<file path="src/rtl/i2c_tgt_pkg.sv">
package i2c_tgt_pkg;
    localparam int BYTE_W = 8;
    localparam int ADDR_W = BYTE_W - 1;
    localparam int CNT_W  = $clog2(BYTE_W);

    typedef enum logic [2:0] {
        ST_IDLE,
        ST_ADDR,
        ST_ADDR_ACK,
        ST_RX_BYTE,
        ST_RX_ACK,
        ST_TX_BYTE,
        ST_TX_ACKCHK
    } tgt_state_t;
endpackage

</file>
<file path="src/rtl/i2c_tgt_line_sync.sv">
module i2c_tgt_line_sync #(
    parameter int STAGES = 2
) (
    input  logic clk,
    input  logic rst_n,
    input  logic scl_i,
    input  logic sda_i,
    output logic sda_s,
    output logic scl_rise,
    output logic scl_fall,
    output logic start_det,
    output logic stop_det
);
    logic [STAGES-1:0] scl_ff, sda_ff;
    logic scl_p, sda_p, scl_s;

    // Bus idles high, so every stage resets to 1.
    always_ff @(posedge clk or negedge rst_n) begin
        if (!rst_n) begin
            scl_ff <= '1;
            sda_ff <= '1;
            scl_p  <= 1'b1;
            sda_p  <= 1'b1;
        end else begin
            scl_ff <= {scl_ff[STAGES-2:0], scl_i};
            sda_ff <= {sda_ff[STAGES-2:0], sda_i};
            scl_p  <= scl_ff[STAGES-1];
            sda_p  <= sda_ff[STAGES-1];
        end
    end

    assign scl_s     = scl_ff[STAGES-1];
    assign sda_s     = sda_ff[STAGES-1];
    assign scl_rise  = scl_s & ~scl_p;
    assign scl_fall  = ~scl_s & scl_p;
    // SDA edge while SCL has been high on both samples: bus condition
    assign start_det = scl_s & scl_p & sda_p & ~sda_s;
    assign stop_det  = scl_s & scl_p & ~sda_p & sda_s;
endmodule

</file>
<file path="src/rtl/i2c_tgt_fsm.sv">
module i2c_tgt_fsm
    import i2c_tgt_pkg::*;
(
    input  logic              clk,
    input  logic              rst_n,
    input  logic              scl_rise,
    input  logic              scl_fall,
    input  logic              start_det,
    input  logic              stop_det,
    input  logic              sda_s,
    input  logic [ADDR_W-1:0] own_addr,
    input  logic              rx_accept,
    input  logic              tx_valid,
    input  logic [BYTE_W-1:0] tx_data,
    output logic              sda_oe,
    output logic              sess_start,
    output logic              sess_is_read,
    output logic              sess_stop,
    output logic [BYTE_W-1:0] rx_data,
    output logic              rx_valid,
    output logic              tx_req,
    output tgt_state_t        state
);
    localparam logic [CNT_W-1:0] LAST = CNT_W'(BYTE_W - 1);

    tgt_state_t        state_n;
    logic [CNT_W-1:0]  cnt, cnt_n;
    logic [BYTE_W-1:0] sh, sh_n, sh_in;
    logic              oe_n, rd, rd_n, in_bit, in_bit_n;
    logic              start_q, start_c, bit_evt, active;

    // State register
    always_ff @(posedge clk or negedge rst_n) begin
        if (!rst_n) begin
            state   <= ST_IDLE;
            cnt     <= '0;
            sh      <= '0;
            sda_oe  <= 1'b0;
            rd      <= 1'b0;
            in_bit  <= 1'b0;
            start_q <= 1'b0;
        end else begin
            state   <= state_n;
            cnt     <= cnt_n;
            sh      <= sh_n;
            sda_oe  <= oe_n;
            rd      <= rd_n;
            in_bit  <= in_bit_n;
            start_q <= start_c;
        end
    end

    assign sh_in   = {sh[BYTE_W-2:0], sda_s};
    assign bit_evt = scl_fall & in_bit;
    assign active  = (state != ST_IDLE) && (state != ST_ADDR);

    always_comb begin
        in_bit_n = in_bit;
        if (start_det || stop_det || scl_fall) in_bit_n = 1'b0;
        else if (scl_rise)                     in_bit_n = 1'b1;
    end

    // Next-state and output logic
    always_comb begin
        state_n   = state;
        cnt_n     = cnt;
        sh_n      = sh;
        oe_n      = sda_oe;
        rd_n      = rd;
        start_c   = 1'b0;
        sess_stop = 1'b0;
        rx_valid  = 1'b0;
        tx_req    = 1'b0;
        if (start_det) begin
            sess_stop = active;
            state_n   = ST_ADDR;
            cnt_n     = '0;
            oe_n      = 1'b0;
        end else if (stop_det) begin
            sess_stop = active;
            state_n   = ST_IDLE;
            oe_n      = 1'b0;
        end else if (bit_evt) begin
            unique case (state)
                ST_IDLE: ;
                ST_ADDR: begin
                    sh_n  = sh_in;
                    cnt_n = cnt + 1'b1;
                    if (cnt == LAST) begin
                        cnt_n = '0;
                        if (sh_in[BYTE_W-1:1] == own_addr) begin
                            start_c = 1'b1;
                            rd_n    = sh_in[0];
                            oe_n    = 1'b1;
                            state_n = ST_ADDR_ACK;
                        end else begin
                            state_n = ST_IDLE;
                        end
                    end
                end
                ST_ADDR_ACK: begin
                    oe_n  = 1'b0;
                    cnt_n = '0;
                    if (rd) begin
                        tx_req = 1'b1;
                        if (tx_valid) begin
                            sh_n    = tx_data;
                            oe_n    = ~tx_data[BYTE_W-1];
                            state_n = ST_TX_BYTE;
                        end else begin
                            sess_stop = 1'b1;
                            state_n   = ST_IDLE;
                        end
                    end else begin
                        state_n = ST_RX_BYTE;
                    end
                end
                ST_RX_BYTE: begin
                    sh_n  = sh_in;
                    cnt_n = cnt + 1'b1;
                    if (cnt == LAST) begin
                        cnt_n    = '0;
                        rx_valid = 1'b1;
                        if (rx_accept) begin
                            oe_n    = 1'b1;
                            state_n = ST_RX_ACK;
                        end else begin
                            sess_stop = 1'b1;
                            state_n   = ST_IDLE;
                        end
                    end
                end
                ST_RX_ACK: begin
                    oe_n    = 1'b0;
                    cnt_n   = '0;
                    state_n = ST_RX_BYTE;
                end
                ST_TX_BYTE: begin
                    if (cnt == LAST) begin
                        oe_n    = 1'b0;
                        cnt_n   = '0;
                        state_n = ST_TX_ACKCHK;
                    end else begin
                        sh_n  = {sh[BYTE_W-2:0], 1'b1};
                        oe_n  = ~sh[BYTE_W-2];
                        cnt_n = cnt + 1'b1;
                    end
                end
                ST_TX_ACKCHK: begin
                    if (!sda_s) begin
                        tx_req = 1'b1;
                        if (tx_valid) begin
                            sh_n    = tx_data;
                            oe_n    = ~tx_data[BYTE_W-1];
                            state_n = ST_TX_BYTE;
                        end else begin
                            sess_stop = 1'b1;
                            state_n   = ST_IDLE;
                        end
                    end else begin
                        sess_stop = 1'b1;
                        state_n   = ST_IDLE;
                    end
                end
                default: state_n = ST_IDLE;
            endcase
        end
    end

    assign sess_start   = start_q;
    assign sess_is_read = rd;
    assign rx_data      = sh_in;
endmodule

</file>
<file path="src/rtl/i2c_target_engine.sv">
module i2c_target_engine
    import i2c_tgt_pkg::*;
#(
    parameter int SYNC_STAGES = 2
) (
    input  logic              clk,
    input  logic              rst_n,
    input  logic              scl_i,
    input  logic              sda_i,
    output logic              sda_oe,
    input  logic [ADDR_W-1:0] own_addr,
    output logic              sess_start,
    output logic              sess_is_read,
    output logic              sess_stop,
    output logic [BYTE_W-1:0] rx_data,
    output logic              rx_valid,
    input  logic              rx_accept,
    output logic              tx_req,
    input  logic              tx_valid,
    input  logic [BYTE_W-1:0] tx_data
);
    logic       sda_s, scl_rise, scl_fall, start_det, stop_det;
    tgt_state_t state;

    i2c_tgt_line_sync #(.STAGES(SYNC_STAGES)) u_sync (
        .clk       (clk),
        .rst_n     (rst_n),
        .scl_i     (scl_i),
        .sda_i     (sda_i),
        .sda_s     (sda_s),
        .scl_rise  (scl_rise),
        .scl_fall  (scl_fall),
        .start_det (start_det),
        .stop_det  (stop_det)
    );

    i2c_tgt_fsm u_fsm (
        .clk          (clk),
        .rst_n        (rst_n),
        .scl_rise     (scl_rise),
        .scl_fall     (scl_fall),
        .start_det    (start_det),
        .stop_det     (stop_det),
        .sda_s        (sda_s),
        .own_addr     (own_addr),
        .rx_accept    (rx_accept),
        .tx_valid     (tx_valid),
        .tx_data      (tx_data),
        .sda_oe       (sda_oe),
        .sess_start   (sess_start),
        .sess_is_read (sess_is_read),
        .sess_stop    (sess_stop),
        .rx_data      (rx_data),
        .rx_valid     (rx_valid),
        .tx_req       (tx_req),
        .state        (state)
    );
endmodule

</file>
<file path="config.mk">
export PLATFORM = sky130hd
export DESIGN_NAME = i2c_target_engine
export DESIGN_NICKNAME = d
export VERILOG_FILES = /design/src/rtl/i2c_tgt_pkg.sv /design/src/rtl/i2c_tgt_line_sync.sv /design/src/rtl/i2c_tgt_fsm.sv /design/src/rtl/i2c_target_engine.sv
export SDC_FILE = /design/constraint.sdc
export NUM_CORES = 1
export LEC_CHECK = 0
export ABC_AREA = 0
export CAP_MARGIN = 10
export CORE_ASPECT_RATIO = 0.5
export CORE_MARGIN = 2
export CORE_UTILIZATION = 46
export CTS_BUF_LIST = sky130_fd_sc_hd__clkbuf_8
export CTS_CLUSTER_SIZE = 25
export DETAILED_ROUTE_END_ITERATION = 7
export PLACE_DENSITY = 0.78
export SYNTH_ARGS = -nofsm -noshare
export SYNTH_HDL_FRONTEND = slang
export SYNTH_SLANG_ARGS = --single-unit
</file>
<file path="constraint.sdc">
create_clock -name clk -period 1.5 [get_ports clk]
set_input_delay 0.3 -clock clk [delete_from_list [all_inputs] [get_ports clk]]
set_output_delay 0.3 -clock clk [all_outputs]
set_load 0.02 [all_outputs]
</file>
==> results.md, run 1 <==
* Status: complete, but fails checks
* Failing checks: negative setup slack
* Ys Warns at 0
* EDFF count, synth at 0
* Gate Count Post-Synth at 138
* Tcrit/Tclk final at 1.261
* # clock sinks at 23
* Max Slew Vio Count at 0
* Sequential area share after synthesis at 0.4031
* Top sig layer: met4
* Latest clock arrival within the worst-skew pair at 260 ps
* Routed wl met2 at 2.302 mm
* Sequential share of power at 0.325
* Routed WL per cell at 18.13 um
* CORE AREA at 2995 sq um
* Clk buf depth at 2
* Die Area at 3636 sq um
* Synth Register Bits at 23
* Layout net count at 245
* Area growth from synthesis to layout at 67.13%
* DIE WIDTH at 83.30 um
* Initial core utilization at 0.4829
* Largest net degree at the start of global routing at 24
* CTS buffer count at 3
* Ant diodes at 0
* Metal3 WL at 366 um
* Ys flop type: dfrtp_1
* Static Leak at 1.079 nW
* Slowest cell on the critical path: dfrtp_1
* # rows at 14
* Comb pwr share at 0.535
* Mapped Avg Cell Area at 10.48 sq um
* RSZ-0062 raised after global routing: yes
* Io pins at 35
* Crit path launch: u_fsm.cnt[1]
* DRT Pass-1 Iters at 4
* CP Launch Type: register
* Pint at 0.001765 W
* Worst R2R Start: u_fsm.cnt[1]
* # setup viols final at 15
* CP Max Fanout at 3
* Crit-path cells: ha_4, ha_4, nand2_4, buf_4, buf_6, nor4_4, buf_4
* Skew final at 4.491 ps
* Slew @ Worst Pin at 358.7 ps
* Max-Cap Viols at 0
* Fmax at 0.5285 GHz
* Crit Path Class: register to output pin
* Synthesized area at 1446 sq um
* Final antenna-violating net count at 0
* Asr flop ratio synth at 1.000
* Gr usage total at 0.2682
* CTS tree: done
* Critical Path RT at 1200 ps
* Final setup margin at -392.0 ps
* Synth cell types at 49
* Critical Path Max Stage Delay at 420 ps
* Final Hold Fails at 0
* Min Hold Slack at 364.2 ps
* Number of DRC markers in iteration 0 at 111
* Power Density at 1123 nW/um^2
* Root buf cell: clkbuf_8
* Final Util at 0.8070
* H-tree levels at 1
* Switch Pwr at 0.0009502 W
* First-pass GRT wire length at 7.479 mm
* DRC violations left at 0
* Reg-to-reg setup timing slack at -280 ps
* Crit end category: output pin
* # port buffers at 34
* Hpwl dp at 3.341 mm
* Switching part of the total power at 0.3499
* Relative slew slack at 0.7600
* Clock Power Share at 0.140
* Worst hold path type: register to register
* Share of cells above drive strength 1 at 0.4864
* Initial antenna violation count at 0
* Peak supply drop at 790.2 uV
* DRT Wirelength at 4.715 mm
* Remaining Overflow, GRT at 0
* Data arrival, critical path at 1590 ps
* Setup TNS at -3614 ps
* Gpl congestion at 0.8737
* Vias in the first global route at 1,563
* Reg clk slew, reported paths at 80 ps
* Net count after synthesis at 162
* Vias per std cell at 5.654
* Worst Hold Launch: u_sync.scl_ff[0]
* Met1 Routed Length at 1.958 mm
* Vias at 1,470
* Post-layout min period at 1892 ps
* Die Span Y at 43.65 um
-- layer usage --
layer,GRT usage,vias to the layer above
li1,-,672
met1,0.3301,717
met2,0.4694,68
met5,0,-
met3,0.07048,13
met4,0.09836,0
-- path summary, 6_finish.rpt --
path                               endpoint  cells after the start
max                                rx_valid                      7
min                        u_sync.scl_ff[1]                      0
max reg2reg                     u_fsm.sh[0]                      7
min reg2reg                u_sync.scl_ff[1]                      0
max in group asynchronous      u_sync.sda_p                      2
min in group asynchronous    u_fsm.state[1]                      2
-- registers in the layout, indices dropped and copies added (netlist names) --
| signal | cells |
|---|---|
| u_fsm.sh | 7 |
| u_fsm.cnt | 3 |
| u_fsm.state | 3 |
| u_sync.scl_ff | 2 |
| u_sync.sda_ff | 2 |
| u_fsm.in_bit | 1 |
| u_fsm.sda_oe | 1 |
| u_fsm.sess_is_read | 1 |
| u_fsm.sess_start | 1 |
| u_sync.scl_p | 1 |
| u_sync.sda_p | 1 |
-- power groups by stage --
stage          Sequential (W)  Clock [W]  Combinational (W)
2_1_floorplan         0.00102          0           0.000533
3_3_place_gp         0.000869          0            0.00129
3_5_place_dp         0.000879          0            0.00133
4_1_cts              0.000880   0.000388            0.00135
5_1_grt              0.000897   0.000422            0.00154
6_report             0.000881   0.000381            0.00145
-- per-stage QoR --
stage / instance area, sq um / worst slack, ps / cells / power [W]
global placement: 2163 / -671.4 / 252 / 0.002157
CTS: 2307 / -369.1 / 258 / 0.002619
global route: 2417 / -484.3 / 260 / 0.002860
detailed placement: 2163 / -735.0 / 252 / 0.002213
floorplan: 1470 / -136.9 / 138 / 0.001556
finish: 2417 / -392.0 / 260 / 0.002715
-- cells in the mapped netlist, drive strengths merged (4+ instances only) --
library cell   n  share of area
xnor2          7          0.042
nand2         13          0.039
nor2           8          0.022
inv            6          0.016
a21oi          7          0.027
nor2b          4          0.017
dfstp          6           0.11
a31oi          6          0.026
mux2          14           0.13
buf            5          0.027
dfrtp         17           0.29
o21ai         11          0.041
-- timing repair --
action	in CTS	in global routing
endpoints found under the setup margin	26	20
pin swaps	7	13
hold endpoints to repair	0	0
hold buffers	0	0
resized for setup	54	23
buffers inserted	4	6
-- cell usage in the layout (no fill, tap or decap), types with 4 or more instances in the layout --
| cell | synthesis | final |
|---|---|---|
| mux2_4 | 7 | 13 |
| nor2_1 | 7 | 6 |
| nand2_1 | 12 | 9 |
| a21oi_1 | 6 | 6 |
| clkdlybuf4s50_1 | 0 | 17 |
| dfrtp_1 | 17 | 16 |
| a31oi_1 | 6 | 4 |
| dlygate4sd2_1 | 0 | 11 |
| dfstp_2 | 6 | 6 |
| xnor2_1 | 7 | 7 |
| o21ai_1 | 2 | 4 |
| inv_2 | 3 | 4 |
| o21ai_0 | 8 | 5 |
| buf_4 | 3 | 44 |
| buf_6 | 1 | 7 |
-- critical path: cells and delay by family (launching register included) --
kind,cells,cell delay (ps)
and+or+nand+nor,2,170
buffers and inverters,3,420
DFF,1,420
adders and majority gates,2,320
-- final cells by class --
class	instances	area, sq um
repair buffers	84	738.2
inverters	6	22.52
well taps	40	50.05
flip-flops and latches	23	584.3
multi-input cells	103	977.2
clock buffers	3	41.29
clock inverters	1	3.754
fillers	181	578.1
-- logic make-up after synthesis --
group / after synthesis / share of synthesized area
xor gates and xnor gates: 8 / 0.04844
muxes: 15 / 0.1341
DFF: 23 / 0.4031
AOI/OAI and AO/OA: 39 / 0.1999
adders and majority gates: 3 / 0.02595
and+or+nand+nor: 38 / 0.1436
buffers and inverters: 12 / 0.04497
(Power assumes the default switching activity.)
==> run 2: changes to the inputs <==
Settings changed: CORE_ASPECT_RATIO 0.5 to not set.
==> run 2 against run 1 <==
Compared with the run above: critical path depth unchanged; non-clock buffer count up 6; final area down 0.57%; clock-buffer cell count unchanged; flip-flop and latch count unchanged; wire length down 7.6%; via count down 2.9%; hold slack worse by 3.2 ps; critical endpoint is now sess_stop; first-iteration DRC count down 42%; combinational power down 9%; critical path type unchanged; the flow still finishes with violations (negative setup slack); sequential share of layout area up 0.14 points; power down 4.4%.
==> results.md, run 2 (synthesis gave the netlist of run 1 again) <==
* Vias at 1,428
* Remaining Overflow, GRT at 0
* Final Hold Fails at 0
* Crit-path cells: ha_4, ha_4, nand2_4, o22ai_1, a31oi_1, o21ai_1, buf_4
* CP Max Fanout at 3
* DRT Pass-1 Iters at 4
* WP buf/inv at 1
* Relative slew slack at 0.7455
* Sequential share of power at 0.342
* # rows at 20
* WHS Path Cells at 0
* Switch Pwr at 0.0009057 W
* # setup viols final at 15
* Static Leak at 1.066 nW
* Critical Path Max Stage Delay at 420 ps
* DP Worst Slack at -686.4 ps
* Layout net count at 251
* CTS buffer count at 3
* Commonest non-fill, non-tap cell in the layout: buf_4
* Peak supply drop at 831.8 uV
* Routed WL per cell at 16.14 um
* Skew final at 2.868 ps
* CP Launch Type: register
* Clk buf depth at 2
* Worst Hold Launch: u_sync.scl_ff[0]
* Vias in the first global route at 1,444
* # clock sinks at 23
* Hold Path Sink: u_sync.scl_ff[1]
* Power Density at 1080 nW/um^2
* Reg with most FFs: u_fsm.sh
* Fillcell total at 193
* H-tree levels at 1
* # placed instances at 258
* Hpwl dp at 3.160 mm
* Ant diodes at 0
* Most frequent cells in the layout: 52 x buf_4, 20 x clkdlybuf4s50_1, 16 x dfrtp_1, 10 x dlygate4sd2_1, 9 x nand2_1
* Top Registers: u_fsm.sh x7, u_fsm.cnt x3, u_fsm.state x3
* Initial core utilization at 0.4777
* Final setup margin at -366.6 ps
* Root buf cell: clkbuf_8
* PnR Total Power at 0.002595 W
* Critical Path RT at 1200 ps
* # port buffers at 34
* Top sig layer: met4
* # hold bufs at CTS at 0
* Comb pwr share at 0.508
* DRC violations left at 0
* First-pass GRT wire length at 6.755 mm
* Reg clk slew, reported paths at 80 ps
* Worst R2R Start: u_fsm.cnt[1]
* Slowest cell on the critical path: dfrtp_1
* Max Slew Vio Count at 0
* Clock Power Share at 0.150
* Final Util at 0.7938
* Gr usage total at 0.2563
* Pint at 0.001690 W
* Crit path max-delay family: flip-flops
* Most frequent CP cell: ha_4
* Share of cells above drive strength 1 at 0.5088
* Die Area at 3609 sq um
* Slew @ Worst Pin at 377.0 ps
* Worst hold path type: register to register
* Gpl congestion at 0.9496
* Failing checks: negative setup slack
* Die Span Y at 60.08 um
* Cell Count, Final, Fillers Out at 270
* CORE AREA at 3028 sq um
* Switching part of the total power at 0.3490
* Worst r2r path cells at 7
* Largest register FFs at 7
* Area growth from synthesis to layout at 66.18%
* Met1 Routed Length at 1.813 mm
* Number of DRC markers in iteration 0 at 64
* RSZ-0062 raised after global routing: yes
* Io pins at 35
* Metal3 WL at 216 um
* Post-layout min period at 1867 ps
* Data arrival, critical path at 1570 ps
* R2R Path End: u_fsm.sh[2]
* CTS tree: done
* Fmax at 0.5357 GHz
* Final antenna-violating net count at 0
* Initial antenna violation count at 0
* DIE WIDTH at 60.08 um
* DRT Wirelength at 4.359 mm
* Largest net degree at the start of global routing at 24
* Status: complete, but fails checks
* Tcrit/Tclk final at 1.244
* Crit end category: output pin
* Routed wl met2 at 2.259 mm
* Vias per std cell at 5.289
* Min Hold Slack at 361.0 ps
* Reg-to-reg setup timing slack at -310 ps
* Crit Path Class: register to output pin
* Max-Cap Viols at 0
* Latest clock arrival within the worst-skew pair at 260 ps
-- run 2: cell count changes in the layout (fill, tap and decap cells not counted), moves of 3 or more --
cell	delta
buf_4	+8
mux2_4	-6
a21oi_1	-3
clkdlybuf4s50_1	+3
a21oi_2	+4
mux2_2	+6
-- run 2: worst reg2reg max path, delay by kind of cell (launching register included) --
family          cells  cell delay (ps)
fa+ha+maj           2              300
flops               1              400
compound gates      1              320
mux                 1              300
buf+inv             2              320
simple gates        1               50
-- run 2: worst max path at each step --
stage / to / startpoint / cells after the start
after floorplan: u_fsm.sh[0] / u_fsm.cnt[0] / 5
after global placement: sess_stop / tx_valid / 6
after detailed placement: sess_stop / tx_valid / 7
after CTS: sess_stop / u_fsm.cnt[1] / 7
after global routing: sess_stop / u_fsm.cnt[1] / 7
final: sess_stop / u_fsm.cnt[1] / 7
-- run 2: per-stage QoR --
| step | cell area, sq um | TNS [ps] |
|---|---|---|
| 2_1_floorplan | 1470 | -1217 |
| 3_3_place_gp | 2183 | -6755 |
| 3_5_place_dp | 2183 | -7550 |
| 4_1_cts | 2338 | -3426 |
| 5_1_grt | 2404 | -4726 |
| 6_report | 2404 | -3855 |
-- run 2: repair_timing --
item                                    CTS  global route
pin swaps                                11            13
endpoints found under the setup margin   30            20
gates resized for setup                  53            13
buffers inserted                          6             2
-- run 2: metal layers --
metal  track usage  vias to the layer above
met5             0                        -
met4       0.09524                        0
met3       0.04113                       12
met2        0.4689                       57
met1        0.2959                      677
li1              -                      682
-- run 2: layout make-up --
class	instances	area, sq um	area share
clock buffers	3	41.29	0.01718
clock inverters	1	5.005	0.002082
inverters	6	25.02	0.01041
multi-input cells	103	930.9	0.3873
flip-flops and latches	23	584.3	0.2431
well taps	44	55.05	0.02290
repair buffers	90	762.0	0.3170
-- run 2: power by group through the flow --
stage / clock, W / sequential (W) / combinational [W]
6_report: 0.000390 / 0.000888 / 0.00132
3_3_place_gp: 0 / 0.000875 / 0.00126
3_5_place_dp: 0 / 0.000885 / 0.00130
4_1_cts: 0.000397 / 0.000876 / 0.00128
2_1_floorplan: 0 / 0.00102 / 0.000533
5_1_grt: 0.000425 / 0.000902 / 0.00141
==> run 3: changes to the inputs <==
Settings changed: CORE_UTILIZATION 46 to 45, PLACE_DENSITY 0.78 to 0.77, SKIP_CTS_REPAIR_TIMING set to 1, SLEW_MARGIN set to 30.
==> run 3 against run 2 <==
Compared with the run above: the flow still finishes with violations (negative setup slack); fmax down 1.9%; via count grew 1.9%; clock-buffer cell count stayed put; setup slack got worse by 36 ps; critical path depth stayed put; critical path type unchanged; largest cell class unchanged; largest power group unchanged; highest routed layer unchanged.
==> results.md, run 3 (synthesis gave the netlist of run 1 again) <==
* Comb pwr share at 0.524
* Reg-to-reg setup timing slack at -340 ps
* Largest register FFs at 7
* Pint at 0.001763 W
* Most frequent cells in the layout: 48 x buf_4, 16 x clkdlybuf4s50_1, 16 x dfrtp_1, 14 x dlymetal6s2s_1, 10 x nand2_1
* Min Hold Slack at 361.8 ps
* Commonest non-fill, non-tap cell in the layout: buf_4
* Placed Area at 2168 sq um
* Crit-path cells: ha_2, ha_4, nand2_4, o22ai_2, a31oi_1, o21ai_1, buf_4
* # port buffers at 34
* Relative slew slack at 0.7500
* CTS tree: done
* Switching part of the total power at 0.3466
* Layout net count at 247
* Critical Path RT at 1200 ps
* Share of cells above drive strength 1 at 0.5090
* Max-Cap Viols at 0
* Clk buf depth at 2
* Post-layout min period at 1902 ps
* Final antenna-violating net count at 0
* Die Span Y at 60.70 um
* Final Util at 0.8033
* Fin area at 2452 sq um
* Crit path max-delay family: flip-flops
* CORE AREA at 3053 sq um
* Fmax at 0.5257 GHz
* Tcrit/Tclk final at 1.268
* Crit Path Class: register to output pin
* Routed WL per cell at 17.14 um
* Gpl congestion at 0.9005
* Vias in the first global route at 1,510
* Data arrival, critical path at 1600 ps
* Largest net degree at the start of global routing at 24
* Sequential share of power at 0.329
* RSZ-0062 raised after global routing: yes
* Vias at 1,455
* H-tree levels at 1
* Static Leak at 1.205 nW
* Ant diodes at 0
* DP Worst Slack at -679.9 ps
* # clock sinks at 23
* Initial core utilization at 0.4738
* Remaining Overflow, GRT at 0
* First-pass GRT wire length at 6.865 mm
* Number of DRC markers in iteration 0 at 91
* DRT Pass-1 Iters at 4
* CTS buffer count at 3
* Root buf cell: clkbuf_8
* Power Density at 1100 nW/um^2
* Critical Path Max Stage Delay at 400 ps
* CP Launch Type: register
* Skew final at 3.586 ps
* Final Hold Fails at 0
* Vias per std cell at 5.470
* Peak supply drop at 1099 uV
* Crit end category: output pin
* DRC violations left at 0
* Area growth from synthesis to layout at 69.55%
* Slowest cell on the critical path: dfrtp_1
* Status: complete, but fails checks
* DRT Wirelength at 4.559 mm
* Gr usage total at 0.2520
* WP buf/inv at 1
* Worst hold path type: register to register
* Final setup margin at -402.4 ps
* Initial antenna violation count at 0
* # rows at 20
* Reg with most FFs: u_fsm.sh
* Slew @ Worst Pin at 370.3 ps
* Hpwl dp at 3.219 mm
* Clock Power Share at 0.147
* Max Slew Vio Count at 0
* DIE WIDTH at 60.70 um
* # setup viols final at 18
* Top Registers: u_fsm.sh x7, u_fsm.cnt x3, u_fsm.state x3
* CP Max Fanout at 3
* Latest clock arrival within the worst-skew pair at 270 ps
* Die Area at 3684 sq um
* Switch Pwr at 0.0009350 W
* Setup TNS at -4131 ps
* Io pins at 35
* Failing checks: negative setup slack
* Reg clk slew, reported paths at 80 ps
[run 3: metrics by stage]
stage | std cells | power [W]
6_report | 266 | 0.002698
4_1_cts | 260 | 0.002593
5_1_grt | 266 | 0.002843
3_5_place_dp | 256 | 0.002184
2_1_floorplan | 138 | 0.001556
3_3_place_gp | 256 | 0.002135
[run 3: final timing paths]
kind | start | endpoint | cells after the start
min in group asynchronous | rst_n | u_fsm.sh[5] | 2
max in group asynchronous | rst_n | u_sync.sda_p | 2
setup reg to reg | u_fsm.cnt[1] | u_fsm.sh[1] | 7
setup / recovery | u_fsm.cnt[1] | sess_stop | 7
hold reg to reg | u_sync.sda_ff[0] | u_sync.sda_ff[1] | 0
hold / removal | u_sync.sda_ff[0] | u_sync.sda_ff[1] | 0
[run 3: cell type report]
type	count	area, sq um
multi-input cells	103	955.9
repair buffers	86	788.3
fillers	205	600.6
flip-flops and latches	23	584.3
well taps	44	55.05
clock buffers	3	41.29
inverters	6	22.52
clock inverters	1	5.005
[run 3: power groups by stage]
stage / combinational (W) / sequential [W] / clock, W
2_1_floorplan: 0.000533 / 0.00102 / 0
3_3_place_gp: 0.00126 / 0.000873 / 0
3_5_place_dp: 0.00130 / 0.000884 / 0
4_1_cts: 0.00131 / 0.000874 / 0.000408
5_1_grt: 0.00150 / 0.000906 / 0.000435
6_report: 0.00141 / 0.000889 / 0.000396
[run 3: per-layer routing]
layer	GRT usage	share of wire	wire, um	vias up
li1	-	-	-	673
met1	0.3133	0.41	1847	722
met2	0.4562	0.54	2474	49
met3	0.02559	0.034	156	11
met4	0.08075	0.018	80	0
met5	0	0	0	-
